### config.mk
export PLATFORM = sky130hd
export DESIGN_NAME = alias_regbank
export DESIGN_NICKNAME = d
export VERILOG_FILES = /design/src/rtl/alias_regbank_pkg.sv /design/src/rtl/alias_addr_decode.sv /design/src/rtl/alias_reg_slot.sv /design/src/rtl/alias_read_mux.sv /design/src/rtl/alias_regbank.sv
export SDC_FILE = /design/constraint.sdc
export NUM_CORES = 1
export LEC_CHECK = 0
export ABC_CLOCK_PERIOD_IN_PS = 2600
export CAP_MARGIN = 20
export CORE_AREA = 4 4 227 229
export CTS_BUF_LIST = sky130_fd_sc_hd__clkbuf_16
export DETAILED_ROUTE_END_ITERATION = 12
export DIE_AREA = 0 0 231 233
export PLACE_DENSITY = 0.78
export SYNTH_ARGS = -nofsm -noshare
export SYNTH_HDL_FRONTEND = slang
export SYNTH_HIERARCHICAL = 1
export SYNTH_SLANG_ARGS = --single-unit
### constraint.sdc
create_clock -name clk -period 2.6 [get_ports clk]
set_clock_uncertainty 0.2 [all_clocks]
set_input_delay 0.26 -clock clk [delete_from_list [all_inputs] [get_ports clk]]
set_output_delay 0.26 -clock clk [all_outputs]
set_load 0.02 [all_outputs]
### src/rtl/alias_regbank_pkg.sv
// Package: shared types for the alias register bank.
// Assumes word-aligned 16-byte register windows; the op code is the
// word index inside the window.
package alias_regbank_pkg;

    // Access type of a register slot
    typedef enum logic [1:0] {
        ACC_RW = 2'd0,
        ACC_RO = 2'd1,
        ACC_WO = 2'd2
    } acc_e;

    // Update operation selected by address bits [3:2]
    typedef enum logic [1:0] {
        OP_WR  = 2'd0,
        OP_SET = 2'd1,
        OP_CLR = 2'd2,
        OP_TOG = 2'd3
    } op_e;

endpackage

### src/rtl/alias_addr_decode.sv
// Module: alias_addr_decode
// Turns a bus address into a one-hot slot select and an update op.
// Slots 0..N_SCALAR-1 are scalars at 16-byte stride from 0. The
// remaining slots form the array at ARR_BASE + i*ARR_STEP. It assumes
// ARR_BASE and ARR_STEP are multiples of 16 and that no window overlaps.
// An access counts as legal only when aligned, mapped and using an op
// that the slot permits.
module alias_addr_decode
    import alias_regbank_pkg::*;
#(
    parameter int              ADDR_W   = 12,
    parameter int              N_SCALAR = 4,
    parameter int              ARR_LEN  = 4,
    parameter logic [ADDR_W-1:0] ARR_BASE = 12'h100,
    parameter logic [ADDR_W-1:0] ARR_STEP = 12'h010,
    parameter int              TOTAL    = N_SCALAR + ARR_LEN,
    parameter logic [TOTAL-1:0] SLOT_ALIAS = '1
) (
    input  logic              clk,
    input  logic              rst_n,
    input  logic [ADDR_W-1:0] addr_i,
    output logic [TOTAL-1:0]  sel_o,
    output op_e               op_o,
    output logic              hit_o
);

    localparam int WIN_LSB = 4;

    // Base byte address of slot g
    function automatic logic [ADDR_W-1:0] slot_base(input int g);
        if (g < N_SCALAR)
            return ADDR_W'(g * 16);
        else
            return ARR_BASE + ADDR_W'(g - N_SCALAR) * ARR_STEP;
    endfunction

    logic              aligned;
    logic [TOTAL-1:0]  win_match;
    logic [TOTAL-1:0]  op_allowed;

    // Word alignment and op extraction
    assign aligned = (addr_i[1:0] == 2'b00);
    assign op_o    = op_e'(addr_i[3:2]);

    // Per-slot window compare and alias permission
    for (genvar g = 0; g < TOTAL; g++) begin : g_match
        localparam logic [ADDR_W-1:0] BASE = slot_base(g);
        assign win_match[g]  = aligned &&
                               (addr_i[ADDR_W-1:WIN_LSB] == BASE[ADDR_W-1:WIN_LSB]);
        assign op_allowed[g] = SLOT_ALIAS[g] || (addr_i[3:2] == 2'b00);
    end

    // Final select and legality
    assign sel_o = win_match & op_allowed;
    assign hit_o = |sel_o;

    // Windows must never overlap: at most one slot selected
    assert_sel_onehot_R9: assert property (@(posedge clk) disable iff (!rst_n)
        $onehot0(sel_o));

    // A select implies an aligned address
    assert_sel_aligned_R10: assert property (@(posedge clk) disable iff (!rst_n)
        hit_o |-> (addr_i[1:0] == 2'b00));

endmodule

### src/rtl/alias_reg_slot.sv
// Module: alias_reg_slot
// One register slot. A writable slot holds a flop updated by plain,
// set, clear or toggle writes. A read-only slot passes the peripheral
// value through and has no storage. It assumes wr_en is already
// qualified by decode and access type.
module alias_reg_slot
    import alias_regbank_pkg::*;
#(
    parameter int               DATA_W  = 32,
    parameter acc_e             ACC     = ACC_RW,
    parameter logic [DATA_W-1:0] RST_VAL = '0
) (
    input  logic              clk,
    input  logic              rst_n,
    input  logic              wr_en,
    input  op_e               op,
    input  logic [DATA_W-1:0] wdata,
    input  logic [DATA_W-1:0] hw_in,
    output logic [DATA_W-1:0] q
);

    if (ACC == ACC_RO) begin : g_ro
        logic unused_ro;
        // Read-only: value comes from the peripheral
        assign q         = hw_in;
        assign unused_ro = ^{clk, rst_n, wr_en, op, wdata};
    end else begin : g_rw
        logic [DATA_W-1:0] q_r;
        logic [DATA_W-1:0] q_nxt;
        logic              unused_hw;

        assign unused_hw = ^hw_in;

        // Next-value selection by op
        always_comb begin
            unique case (op)
                OP_WR:   q_nxt = wdata;
                OP_SET:  q_nxt = q_r | wdata;
                OP_CLR:  q_nxt = q_r & ~wdata;
                default: q_nxt = q_r ^ wdata;
            endcase
        end

        // Storage with synchronous active-low reset
        always_ff @(posedge clk) begin
            if (!rst_n)
                q_r <= RST_VAL;
            else if (wr_en)
                q_r <= q_nxt;
        end

        assign q = q_r;

        assert_plain_write_R1: assert property (@(posedge clk) disable iff (!rst_n)
            (wr_en && op == OP_WR) |=> (q == $past(wdata)));
        assert_set_bits_R2: assert property (@(posedge clk) disable iff (!rst_n)
            (wr_en && op == OP_SET) |=> (q == ($past(q) | $past(wdata))));
        assert_clear_bits_R3: assert property (@(posedge clk) disable iff (!rst_n)
            (wr_en && op == OP_CLR) |=> (q == ($past(q) & ~$past(wdata))));
        assert_toggle_bits_R4: assert property (@(posedge clk) disable iff (!rst_n)
            (wr_en && op == OP_TOG) |=> (q == ($past(q) ^ $past(wdata))));
        assert_hold_idle_R10: assert property (@(posedge clk) disable iff (!rst_n)
            !wr_en |=> $stable(q));
    end

endmodule

### src/rtl/alias_read_mux.sv
// Module: alias_read_mux
// Read-data selection. It ORs the selected slot value onto the bus.
// Write-only slots and unselected slots contribute zero. It assumes
// sel is one-hot or zero.
module alias_read_mux
    import alias_regbank_pkg::*;
#(
    parameter int                 DATA_W   = 32,
    parameter int                 TOTAL    = 8,
    parameter logic [2*TOTAL-1:0] SLOT_ACC = '0
) (
    input  logic [TOTAL-1:0]        sel,
    input  logic [TOTAL*DATA_W-1:0] slot_val,
    output logic [DATA_W-1:0]       rdata
);

    logic [TOTAL-1:0] readable;

    // Which slots may return data
    for (genvar g = 0; g < TOTAL; g++) begin : g_rd
        assign readable[g] = (acc_e'(SLOT_ACC[2*g +: 2]) != ACC_WO);
    end

    // AND-OR read mux
    always_comb begin
        rdata = '0;
        for (int g = 0; g < TOTAL; g++) begin
            if (sel[g] && readable[g])
                rdata = rdata | slot_val[g*DATA_W +: DATA_W];
        end
    end

endmodule

### src/rtl/alias_regbank.sv
// Module: alias_regbank (top)
// Register bank with plain/set/clear/toggle windows per register, a
// configurable scalar section and an indexed array. It assumes one bus
// access per cycle, with bus_wr and bus_rd not both high. Read data and
// the error flag are combinational from the address. Writes take
// effect at the next rising edge.
module alias_regbank
    import alias_regbank_pkg::*;
#(
    parameter int                    DATA_W       = 32,
    parameter int                    ADDR_W       = 12,
    parameter int                    N_SCALAR     = 4,
    parameter logic [2*N_SCALAR-1:0] SCALAR_ACC   = {2'd2, 2'd1, 2'd0, 2'd0},
    parameter logic [N_SCALAR-1:0]   SCALAR_ALIAS = 4'b1101,
    parameter int                    ARR_LEN      = 4,
    parameter logic [ADDR_W-1:0]     ARR_BASE     = 12'h100,
    parameter logic [ADDR_W-1:0]     ARR_STEP     = 12'h010,
    parameter logic [1:0]            ARR_ACC      = 2'd0,
    parameter logic                  ARR_ALIAS    = 1'b1,
    parameter logic [DATA_W-1:0]     RST_VAL      = '0,
    parameter bit                    ERR_EN       = 1'b1,
    parameter int                    TOTAL        = N_SCALAR + ARR_LEN
) (
    input  logic                    clk,
    input  logic                    rst_n,
    input  logic [ADDR_W-1:0]       bus_addr,
    input  logic                    bus_wr,
    input  logic                    bus_rd,
    input  logic [DATA_W-1:0]       bus_wdata,
    output logic [DATA_W-1:0]       bus_rdata,
    output logic                    bus_err,
    input  logic [TOTAL*DATA_W-1:0] hw_ro_i,
    output logic [TOTAL*DATA_W-1:0] reg_q_o
);

    // Per-slot access types, scalars then array
    function automatic logic [2*TOTAL-1:0] build_acc();
        logic [2*TOTAL-1:0] v;
        for (int g = 0; g < TOTAL; g++)
            v[2*g +: 2] = (g < N_SCALAR) ? SCALAR_ACC[2*g +: 2] : ARR_ACC;
        return v;
    endfunction

    // Per-slot alias flags, scalars then array
    function automatic logic [TOTAL-1:0] build_alias();
        logic [TOTAL-1:0] v;
        for (int g = 0; g < TOTAL; g++)
            v[g] = (g < N_SCALAR) ? SCALAR_ALIAS[g] : ARR_ALIAS;
        return v;
    endfunction

    localparam logic [2*TOTAL-1:0] SLOT_ACC   = build_acc();
    localparam logic [TOTAL-1:0]   SLOT_ALIAS = build_alias();

    logic [TOTAL-1:0] sel;
    logic [TOTAL-1:0] is_ro;
    logic [TOTAL-1:0] wr_fire;
    op_e              op;
    logic             hit;
    logic             ro_write;

    alias_addr_decode #(
        .ADDR_W    (ADDR_W),
        .N_SCALAR  (N_SCALAR),
        .ARR_LEN   (ARR_LEN),
        .ARR_BASE  (ARR_BASE),
        .ARR_STEP  (ARR_STEP),
        .TOTAL     (TOTAL),
        .SLOT_ALIAS(SLOT_ALIAS)
    ) decode_i (
        .clk   (clk),
        .rst_n (rst_n),
        .addr_i(bus_addr),
        .sel_o (sel),
        .op_o  (op),
        .hit_o (hit)
    );

    // One slot per register
    for (genvar g = 0; g < TOTAL; g++) begin : g_slot
        localparam acc_e ACC = acc_e'(SLOT_ACC[2*g +: 2]);

        assign is_ro[g]   = (ACC == ACC_RO);
        assign wr_fire[g] = bus_wr && sel[g] && !is_ro[g];

        alias_reg_slot #(
            .DATA_W (DATA_W),
            .ACC    (ACC),
            .RST_VAL(RST_VAL)
        ) slot_i (
            .clk  (clk),
            .rst_n(rst_n),
            .wr_en(wr_fire[g]),
            .op   (op),
            .wdata(bus_wdata),
            .hw_in(hw_ro_i[g*DATA_W +: DATA_W]),
            .q    (reg_q_o[g*DATA_W +: DATA_W])
        );

        if (ACC == ACC_WO) begin : g_wo_chk
            assert_wo_reads_zero_R7: assert property (@(posedge clk) disable iff (!rst_n)
                (bus_rd && sel[g]) |-> (bus_rdata == '0));
        end
        if (ACC == ACC_RO) begin : g_ro_chk
            assert_ro_write_flagged_R6: assert property (@(posedge clk) disable iff (!rst_n)
                (bus_wr && sel[g]) |-> (bus_err || !ERR_EN));
        end
    end

    alias_read_mux #(
        .DATA_W  (DATA_W),
        .TOTAL   (TOTAL),
        .SLOT_ACC(SLOT_ACC)
    ) rmux_i (
        .sel     (sel),
        .slot_val(reg_q_o),
        .rdata   (bus_rdata)
    );

    assign ro_write = bus_wr && |(sel & is_ro);

    // Optional error flag
    if (ERR_EN) begin : g_err
        assign bus_err = (bus_wr || bus_rd) && (!hit || ro_write);
    end else begin : g_noerr
        logic unused_err;
        assign unused_err = ro_write;
        assign bus_err    = 1'b0;
    end

    // A rejected access updates no slot
    assert_err_no_update_R10: assert property (@(posedge clk) disable iff (!rst_n)
        bus_err |-> (wr_fire == '0));

    // Miss returns zero read data
    assert_miss_reads_zero_R10: assert property (@(posedge clk) disable iff (!rst_n)
        (bus_rd && !hit) |-> (bus_rdata == '0));

endmodule

==> flow_summary.ini <==
[timing]
fmax_mhz = 388.0
min_period_over_period_pct = 99.13
finalHoldViolCount = 0
slew-limit-headroom_pct = 36.55
grt_setup_unrepaired = true
slew_violations = 0
final-setup-viol-count = 0
final.setup.worst_slack_ns = 0.02273
worst-slew-pin-transition_ns = 0.9517
timing.final.crit_period_ns = 2.577

[clock_tree]
worstSkewPairLatency_ns = 0.59
worst_setup_hold_path_clk_slew_ns = 0.06
numClockSinks = 224
root_buf_cell = clkbuf_16
tritoncts = yes
clock_tree.htree_level_count = 1
tritoncts.num_buffers = 30
max-clock-path-buffers = 3

[detailed_routing]
drt_pass1_iterations = 7
detailroute.via_count = 21310
drc = 0
route.antenna.remaining_nets = 0
detailedRoute.firstIterationViolations = 2499
totalWireLength_um = 81530
via_count_normalized_by_instance_count = 5.873
per_cell_routed_wire_length_um = 22.47

[power_and_ir_drop]
cellInternalPower_uw = 6428
worst_ir_drop_vdd_uv = 471.1
p_seq_share_pct = 37.5
clkPwrFrac_pct = 44.7
power-per-cell-area_nw_per_um2 = 315.6
power_switching_share_pct = 29.92
leakagePower_uw = 0.01363
design_power_total_uw = 9173
share_comb_of_total_power_pct = 17.9
switchingPower_uw = 2744

[finish]
num-nets-final = 3686
area.growth.synth_to_final_pct = 22.73
flip_flop_count_of_the_largest_register_all_copies_and_words_added = 224
fraction_of_final_layout_cells_sized_beyond_drive_strength_1_pct = 16.88
insertedDiodeCount = 0
post-route-util_pct = 58.53
design_area_um2 = 29070
layout.cells.non_filler = 3629

[placement]
place_inst = 3569
detailedPlace.worstSlack_ns = -0.5407
placed_cell_area_um2 = 28040
gpl.final_weighted_congestion = 0.8927
hpwl_um = 61490
place.port_buffers = 368

[outcome]
status = finished, final reports clean

[floorplanning]
floorplan.die.height_um = 233
initial_standard_cell_utilization_of_the_core_pct = 47.69
dieArea_um2 = 53820
io_pins = 593
horizontal_die_dimension_um = 231
coreArea_um2 = 49660
placementRows = 82

[worst_hold_path]
class_of_the_tightest_hold_or_removal_check = primary input to flop

[critical_path]
worst-path-max-fanout = 20
timing.critical_path.required_ns = 2.14
worst_ep_arrival_time_ns = 2.12
cp-start-kind = primary input
worst-setup-path-type = primary input to primary output
endpoint_class_of_the_critical_path = primary output

[synthesis]
post_synth_instance_area_um2 = 23680
syn_inst = 2589
yosys_warnings = 6
syn_area_per_cell_um2 = 9.147
syn-num-nets = 3341

[grt]
grt_pass1_wl_um = 123000
first_global_vias = 21090
grt_max_degree = 165
global_route.usage.total_pct = 28.69
antenna_violations_before_repair = 0
grt_overflow_total = 0

[job]
max-cap-violations = 0
path summary, 6_finish.rpt:
path / slack (ns) / to / start / cells after the start
worst min register to register: 0.37 / g_slot[3].slot_i/q[11] / g_slot[3].slot_i/q[11] / 2
worst min-delay path: 0.16 / g_slot[6].slot_i/q[1] / bus_addr[2] / 4
worst max-delay path: 0.02 / bus_rdata[19] / bus_addr[8] / 10
worst max register to register: 0.99 / g_slot[5].slot_i/q[2] / g_slot[5].slot_i/q[2] / 4
layout make-up:
class	count	area, um2
Clock buffer	31	775.7
Fill cell	4192	20590
Multi-Input combinational cell	1707	15960
Sequential cell	224	4484
Tap cell	672	840.8
Clock inverter	24	161.4
Inverter	449	1685
Timing Repair Buffer	522	5157
cell usage in the layout, fill, tap and decap left out, types with 35 or more instances in the layout:
| master | n |
|---|---|
| a221oi_2 | 175 |
| a22oi_1 | 63 |
| buf_4 | 126 |
| clkdlybuf4s50_1 | 323 |
| dfxtp_1 | 224 |
| ha_1 | 448 |
| inv_1 | 456 |
| mux2_4 | 49 |
| mux2i_1 | 224 |
| nand2_1 | 175 |
| nand3b_1 | 50 |
| o21ai_0 | 287 |
| o21ai_1 | 63 |
| o221ai_1 | 35 |
worst max-delay path, cell delays in order:
cell,delay [ns]
dlygate4sd2_1,0.26
buf_6,0.13
nand4b_4,0.12
buf_6,0.12
nor2_2,0.04
buf_12,0.14
buf_12,0.15
a222oi_1,0.51
nand3_1,0.17
buf_6,0.19
routing by layer:
metal	part of all wire [%]	up-vias	GRT usage (%)
met1	41	10390	37.42
li1	-	9801	-
met4	2.2	0	6.446
met5	0	-	0
met3	14	110	11.78
met2	43	1016	44.48
power groups by stage:
stage / Sequential [uW] / Clock, uW / Combinational (uW)
final: 3440 / 4100 / 1640
after global routing: 3440 / 4250 / 1780
after CTS: 3440 / 4140 / 1610
after detailed placement: 3510 / 0 / 1600
after global placement: 3510 / 0 / 1490
after floorplan: 3510 / 0 / 1110
stage by stage:
step	TNS (ns)	hold slack, ns
final	0	0.1646
after global routing	-0.02593	0.1900
after CTS	-0.02895	0.1522
after detailed placement	-57.96	0.3642
after global placement	-47.87	0.3329
after floorplan	0	0.2245
repair_timing:
action                                  4_1_cts  5_1_grt
endpoints found under the setup margin       33       23
setup buffers                                 1        1
resized for setup                            82       14
hold endpoints to repair                     16        0
hold buffers                                  1        0
pin swaps                                     7        4
cloned                                        2        0
Power figures use the tool's default switching activity.
